## config.mk

```make
export PLATFORM = sky130hd
export DESIGN_NAME = uart_brk_rx
export DESIGN_NICKNAME = d
export VERILOG_FILES = /design/src/rtl/uart_brk_pkg.sv /design/src/rtl/rx_sync.sv /design/src/rtl/rx_vote.sv /design/src/rtl/rx_frame.sv /design/src/rtl/rx_status.sv /design/src/rtl/uart_brk_rx.sv
export SDC_FILE = /design/constraint.sdc
export NUM_CORES = 1
export LEC_CHECK = 0
export ABC_AREA = 1
export BUFFER_PORTS_ARGS = -buffer_cell sky130_fd_sc_hd__clkbuf_2
export CORE_ASPECT_RATIO = 1.2
export CORE_MARGIN = 1.5
export CORE_UTILIZATION = 45
export DETAILED_ROUTE_END_ITERATION = 8
export GPL_TIMING_DRIVEN = 0
export PLACE_DENSITY = 0.7
export REMOVE_ABC_BUFFERS = 1
export SLEW_MARGIN = 20
export SYNTH_ARGS = -nofsm -noshare
export SYNTH_HDL_FRONTEND = slang
export SYNTH_SLANG_ARGS = --single-unit
```

## constraint.sdc

```tcl
create_clock -name clk_i -period 1.8 [get_ports clk_i]
set_input_delay 0 -clock clk_i [delete_from_list [all_inputs] [get_ports clk_i]]
set_output_delay 0 -clock clk_i [all_outputs]
set_load 0.01 [all_outputs]
```

## src/rtl/uart_brk_pkg.sv

```systemverilog
package uart_brk_pkg;
  typedef enum logic [1:0] {
    RX_IDLE  = 2'd0,
    RX_START = 2'd1,
    RX_DATA  = 2'd2,
    RX_STOP  = 2'd3
  } rx_state_e;
endpackage

```

## src/rtl/rx_sync.sv

```systemverilog
module rx_sync #(
  parameter int STAGES = 2
) (
  input  logic clk_i,
  input  logic rst_ni,
  input  logic d_i,
  output logic q_o
);
  logic [STAGES-1:0] q;

  always_ff @(posedge clk_i or negedge rst_ni) begin
    if (!rst_ni) q <= '1;
    else         q <= {q[STAGES-2:0], d_i};
  end

  assign q_o = q[STAGES-1];
endmodule

```

## src/rtl/rx_vote.sv

```systemverilog
module rx_vote #(
  parameter int OVS  = 16,
  parameter int PH_W = $clog2(OVS)
) (
  input  logic            clk_i,
  input  logic            rst_ni,
  input  logic            tick_i,
  input  logic [PH_W-1:0] phase_i,
  input  logic            rxd_i,
  output logic            vld_o,
  output logic            bit_o
);
  localparam int MID = OVS / 2;
  localparam logic [PH_W-1:0] PH_A = PH_W'(MID - 1);
  localparam logic [PH_W-1:0] PH_B = PH_W'(MID);
  localparam logic [PH_W-1:0] PH_C = PH_W'(MID + 1);

  logic s_a, s_b;

  always_ff @(posedge clk_i or negedge rst_ni) begin
    if (!rst_ni) begin
      s_a <= 1'b1;
      s_b <= 1'b1;
    end else if (tick_i) begin
      if (phase_i == PH_A) s_a <= rxd_i;
      if (phase_i == PH_B) s_b <= rxd_i;
    end
  end

  // third sample taken live at the voting tick
  assign vld_o = tick_i && (phase_i == PH_C);
  assign bit_o = (s_a & s_b) | (s_a & rxd_i) | (s_b & rxd_i);
endmodule

```

## src/rtl/rx_frame.sv

```systemverilog
module rx_frame
  import uart_brk_pkg::*;
#(
  parameter int OVS    = 16,
  parameter int DATA_W = 8,
  parameter int PH_W   = $clog2(OVS),
  parameter int FRM_W  = DATA_W + 1
) (
  input  logic             clk_i,
  input  logic             rst_ni,
  input  logic             tick_i,
  input  logic             rxd_i,
  input  logic             nine_bit_i,
  input  logic             vld_i,
  input  logic             bit_i,
  output logic [PH_W-1:0]  phase_o,
  output logic             busy_o,
  output logic             done_o,
  output logic             stop_o,
  output logic [FRM_W-1:0] bits_o
);
  localparam int CNT_W = $clog2(FRM_W + 1);
  localparam logic [PH_W-1:0] PH_LAST = PH_W'(OVS - 1);

  rx_state_e        state;
  logic [CNT_W-1:0] cnt;
  logic [CNT_W-1:0] nbits;

  assign nbits = nine_bit_i ? CNT_W'(FRM_W) : CNT_W'(DATA_W);

  always_ff @(posedge clk_i or negedge rst_ni) begin
    if (!rst_ni) begin
      state   <= RX_IDLE;
      phase_o <= '0;
      cnt     <= '0;
      busy_o  <= 1'b0;
      done_o  <= 1'b0;
      stop_o  <= 1'b1;
      bits_o  <= '0;
    end else begin
      done_o <= 1'b0;
      if (tick_i) begin
        if (state == RX_IDLE) begin
          if (!rxd_i) begin
            state   <= RX_START;
            phase_o <= PH_W'(1);
            cnt     <= '0;
            bits_o  <= '0;
          end
        end else begin
          phase_o <= (phase_o == PH_LAST) ? '0 : phase_o + PH_W'(1);
          if (vld_i) begin
            case (state)
              RX_START: begin
                if (bit_i) state  <= RX_IDLE;  // false start
                else       busy_o <= 1'b1;
              end
              RX_DATA: begin
                bits_o[cnt] <= bit_i;
                cnt         <= cnt + CNT_W'(1);
              end
              RX_STOP: begin
                stop_o <= bit_i;
                done_o <= 1'b1;
                busy_o <= 1'b0;
                state  <= RX_IDLE;
              end
              default: ;
            endcase
          end
          if (phase_o == PH_LAST) begin
            if (state == RX_START) state <= RX_DATA;
            else if (state == RX_DATA && cnt == nbits) state <= RX_STOP;
          end
        end
      end
    end
  end

  AST_DONE_DROPS_BUSY: assert property (@(posedge clk_i) disable iff (!rst_ni)
    done_o |-> !busy_o);
  AST_IDLE_NOT_BUSY: assert property (@(posedge clk_i) disable iff (!rst_ni)
    (state == RX_IDLE) |-> !busy_o);
endmodule

```

## src/rtl/rx_status.sv

```systemverilog
module rx_status #(
  parameter int DATA_W = 8,
  parameter int FRM_W  = DATA_W + 1
) (
  input  logic              clk_i,
  input  logic              rst_ni,
  input  logic              done_i,
  input  logic [FRM_W-1:0]  bits_i,
  input  logic              stop_i,
  input  logic              nine_bit_i,
  input  logic              ack_i,
  output logic [DATA_W-1:0] data_o,
  output logic              bit9_o,
  output logic              full_o,
  output logic              fe_o,
  output logic              brk_o,
  output logic              ovr_o
);
  logic b9, all_zero, is_brk;

  assign b9       = nine_bit_i & bits_i[DATA_W];
  assign all_zero = (bits_i[DATA_W-1:0] == '0) && !b9;
  assign is_brk   = !stop_i && all_zero;

  always_ff @(posedge clk_i or negedge rst_ni) begin
    if (!rst_ni) begin
      data_o <= '0;
      bit9_o <= 1'b0;
      full_o <= 1'b0;
      fe_o   <= 1'b0;
      brk_o  <= 1'b0;
      ovr_o  <= 1'b0;
    end else begin
      if (ack_i) begin
        full_o <= 1'b0;
        fe_o   <= 1'b0;
        brk_o  <= 1'b0;
        ovr_o  <= 1'b0;
      end
      if (done_i) begin
        if (full_o && !ack_i) begin
          ovr_o <= 1'b1;  // earlier frame kept
        end else begin
          full_o <= 1'b1;
          data_o <= is_brk ? '0 : bits_i[DATA_W-1:0];
          bit9_o <= is_brk ? 1'b0 : b9;
          fe_o   <= !stop_i;
          brk_o  <= is_brk;
        end
      end
    end
  end

  AST_DONE_SETS_FULL: assert property (@(posedge clk_i) disable iff (!rst_ni)
    done_i |=> full_o);
  AST_BRK_SETS_FE: assert property (@(posedge clk_i) disable iff (!rst_ni)
    brk_o |-> (fe_o && full_o));
  AST_BRK_ZERO_DATA: assert property (@(posedge clk_i) disable iff (!rst_ni)
    brk_o |-> (data_o == '0 && !bit9_o));
  AST_OVR_HOLDS_FRAME: assert property (@(posedge clk_i) disable iff (!rst_ni)
    (done_i && full_o && !ack_i) |=>
      (ovr_o && $stable(data_o) && $stable(bit9_o) && $stable(brk_o) && $stable(fe_o)));
  AST_ACK_CLEARS: assert property (@(posedge clk_i) disable iff (!rst_ni)
    (ack_i && !done_i) |=> (!full_o && !fe_o && !brk_o && !ovr_o));
endmodule

```

## src/rtl/uart_brk_rx.sv

```systemverilog
module uart_brk_rx #(
  parameter int OVS         = 16,
  parameter int DATA_W      = 8,
  parameter int SYNC_STAGES = 2
) (
  input  logic              clk_i,
  input  logic              rst_ni,
  input  logic              tick_i,
  input  logic              rxd_i,
  input  logic              nine_bit_i,
  input  logic              ack_i,
  output logic [DATA_W-1:0] data_o,
  output logic              bit9_o,
  output logic              full_o,
  output logic              frame_err_o,
  output logic              brk_o,
  output logic              ovr_o,
  output logic              busy_o
);
  localparam int PH_W  = $clog2(OVS);
  localparam int FRM_W = DATA_W + 1;

  logic             rxd_s;
  logic [PH_W-1:0]  phase;
  logic             vld, vbit;
  logic             done, stop;
  logic [FRM_W-1:0] bits;

  rx_sync #(.STAGES(SYNC_STAGES)) u_sync (
    .clk_i (clk_i),
    .rst_ni(rst_ni),
    .d_i   (rxd_i),
    .q_o   (rxd_s)
  );

  rx_vote #(.OVS(OVS), .PH_W(PH_W)) u_vote (
    .clk_i  (clk_i),
    .rst_ni (rst_ni),
    .tick_i (tick_i),
    .phase_i(phase),
    .rxd_i  (rxd_s),
    .vld_o  (vld),
    .bit_o  (vbit)
  );

  rx_frame #(.OVS(OVS), .DATA_W(DATA_W), .PH_W(PH_W), .FRM_W(FRM_W)) u_frame (
    .clk_i     (clk_i),
    .rst_ni    (rst_ni),
    .tick_i    (tick_i),
    .rxd_i     (rxd_s),
    .nine_bit_i(nine_bit_i),
    .vld_i     (vld),
    .bit_i     (vbit),
    .phase_o   (phase),
    .busy_o    (busy_o),
    .done_o    (done),
    .stop_o    (stop),
    .bits_o    (bits)
  );

  rx_status #(.DATA_W(DATA_W), .FRM_W(FRM_W)) u_status (
    .clk_i     (clk_i),
    .rst_ni    (rst_ni),
    .done_i    (done),
    .bits_i    (bits),
    .stop_i    (stop),
    .nine_bit_i(nine_bit_i),
    .ack_i     (ack_i),
    .data_o    (data_o),
    .bit9_o    (bit9_o),
    .full_o    (full_o),
    .fe_o      (frame_err_o),
    .brk_o     (brk_o),
    .ovr_o     (ovr_o)
  );
endmodule

```

==> results.toml <==
[cts]
cts_setup_buffers = 0
cts_sinks = 39
cts_tree = "yes"
cts_buffer_depth = 2
clk_pin_slew_ps = 80
worstSkewPairLatency_ps = 290
cts_resized = 0
clock-root-buffer = "clkbuf_8"
htreeDepth = 2
cts_buffers = 5

[timing]
finalHoldViolCount = 0
fin_crit_sh = 0.906
max_freq_mhz = 613
slew_viol_final = 0
holdWs_ps = 16.9
fin_tns_setup_ps = 0
rsz0062_at_grt = "no"
setup_viol = 0
tightest_slew_ps = 854
relSlewSlack = 0.431
clock_skew_ps = 6.48
final.min_clock_period_ps = 1630

[hold_path]
hold_path_class = "in2reg"

[pwr]
power.share.clock = 0.226
switchingPower_w = 0.00107
p_comb_frac = 0.348
ir_drop_mv = 0.575
seq_power_share = 0.426
swShare = 0.400
internal_power_w = 0.00161
cellLeakagePower_nw = 1.17
p_per_area_mw_per_mm2 = 1120

[placement]
portBuffers = 19
dp.cells = 338
gp_congestion = 0.839
hpwl_um = 2880
placed_area_sq_mm = 0.00227

[outcome]
outcome = "complete, no violations"

[critical_path]
crit_type = "reg2reg"
crit_arrival_ps = 1810
startpoint_type = "flop"
cp.required_ps = 1980
cp-end-kind = "flop"
cp_max_fo = 16

[layout]
layout_common_cells = "nand2_1, inv_1, dfrtp_1, nor2_1, o21ai_0"
final_cells = 349
final_util = 0.521
nNetsFinal = 303
diodes = 0
drive_gt1_frac = 0.168
stdcell_area_sq_mm = 0.00239
areaGrowthSynthToFinish_pct = 10.6
layout_commonest_cell = "nand2_1"

[global_route]
grt_antenna_before_repair = 0
grt.overflow.total = 0
grt_first_pass_wirelength_um = 7110
grt_max_degree = 40
grt_pass1_vias = 1662
grtUsageTotal = 0.175

[detailed_routing]
via_count = 1717
drc_errors = 0
drt_iter0_drc = 102
post_drt_wl_per_cell_um = 11.8
wl_um = 4110
final_antenna_net_count = 0
avgViaCountPerCell = 4.92
drt-pass1-iter-count = 4

[floorplan]
start_util = 0.471
rows = 27
core_sq_mm = 0.00459
ios = 20
fp.dieW_um = 66.3
dieArea_sq_mm = 0.00524
die_y_um = 79.0

[synth]
ys_warn_count = 0
synth_cells = 268
synth.avg_cell_area_sq_um = 8.08
netlist_area_sq_mm = 0.00217
ys_seq_area_frac = 0.453
synth_cell_types = 28
ys_ff_latch = 39

[job]
cap_violations = 0
worst paths after layout:
path | start | slack [ps] | cells past startpoint | endpoint
worst max-delay path | u_frame.state[1]$_DFFE_PN0P_ | 170 | 6 | u_frame.state[0]$_DFFE_PN0P_
worst min-delay path | nine_bit_i | 20 | 3 | u_status.bit9_o$_DFFE_PN0P_
worst max register to register | u_frame.state[1]$_DFFE_PN0P_ | 170 | 6 | u_frame.state[0]$_DFFE_PN0P_
worst min register to register | u_sync.q[0]$_DFF_PN1_ | 360 | 0 | u_sync.q[1]$_DFF_PN1_
max in group asynchronous | rst_ni | 910 | 2 | u_frame.bits_o[4]$_DFFE_PN0P_
min in group asynchronous | rst_ni | 360 | 2 | u_frame.busy_o$_DFFE_PN0P_
flip-flops by register name (all words and copies together) (netlist names):
name	count
u_frame.bits_o	9
u_status.data_o	8
u_frame.cnt	4
u_frame.phase_o	4
u_frame.state	2
u_sync.q	2
u_frame.busy_o	1
u_frame.done_o	1
u_frame.stop_o	1
u_status.bit9_o	1
u_status.brk_o	1
u_status.fe_o	1
u_status.full_o	1
u_status.ovr_o	1
u_vote.s_a	1
u_vote.s_b	1
stage by stage:
| step | worst slack [ps] | total power (W) |
|---|---|---|
| floorplan | 448 | 0.00185 |
| global placement | 180 | 0.00207 |
| detailed placement | 190 | 0.00209 |
| CTS | 173 | 0.00270 |
| global route | 26.5 | 0.00289 |
| finish | 170 | 0.00268 |
final cells by class:
type | instances | area [sq um]
Sequential cell | 39 | 982
Inverter | 38 | 145
Clock buffer | 7 | 86.3
Clock inverter | 1 | 5.00
Multi-Input combinational cell | 184 | 978
Tap cell | 58 | 72.6
Fill cell | 440 | 2200
Timing Repair Buffer | 22 | 125
cell families after synthesis:
logic type | count (synthesis) | share of synthesized area
xor+xnor | 2 | 0.00809
fa+ha+maj | 7 | 0.0404
buf+inv | 45 | 0.0947
flops | 39 | 0.453
compound gates | 39 | 0.0924
simple gates | 136 | 0.311
power by group through the flow:
stage,sequential (W),clock [W],combinational [W]
5_1_grt,0.00116,0.000666,0.00107
3_5_place_dp,0.00116,0,0.000933
6_report,0.00114,0.000606,0.000935
2_1_floorplan,0.00114,0,0.000705
3_3_place_gp,0.00115,0,0.000920
4_1_cts,0.00114,0.000621,0.000942
synthesized netlist by cell type:
library cell,n,area (sq um)
nand4_1,6,37.5
nand2_1,62,233
nand3_4,1,17.5
inv_2,2,7.51
nor2_8,1,20.0
a21oi_1,6,30.0
inv_4,1,6.26
buf_12,1,20.0
dfstp_2,5,131
o21ai_0,31,155
inv_1,35,131
dfrtp_1,34,851
nor2_4,1,11.3
nand2_4,1,11.3
nand3_1,19,95.1
a22oi_1,1,7.51
ha_1,7,87.6
nor3_1,2,10.0
nand4_4,1,21.3
nand2_2,1,6.26
nor2_1,32,120
buf_2,2,10.0
xor2_1,1,8.76
nand3_2,9,90.1
buf_6,2,22.5
clkbuf_1,2,7.51
o211ai_1,1,7.51
xnor2_1,1,8.76
critical path, cell delays in order (launching register included):
cell and delay (ps):
dfrtp_1 500, nor2_4 420, nand2_2 130, nand2_1 170
inv_1 110, a21oi_1 130, nand2_1 70
layer usage:
metal / wire length, um / vias up / global-route usage
met2: 2060 / 22 / 0.322
li1: - / 899 / -
met5: 0 / - / 0
met1: 1890 / 791 / 0.198
met4: 61 / 0 / 0.0673
met3: 97 / 5 / 0.0297
repair_timing:
item	4_1_cts	5_1_grt
hold buffers	3	0
setup endpoints to repair	0	0
endpoints found under the hold margin	37	0
(Power assumes the default switching activity.)
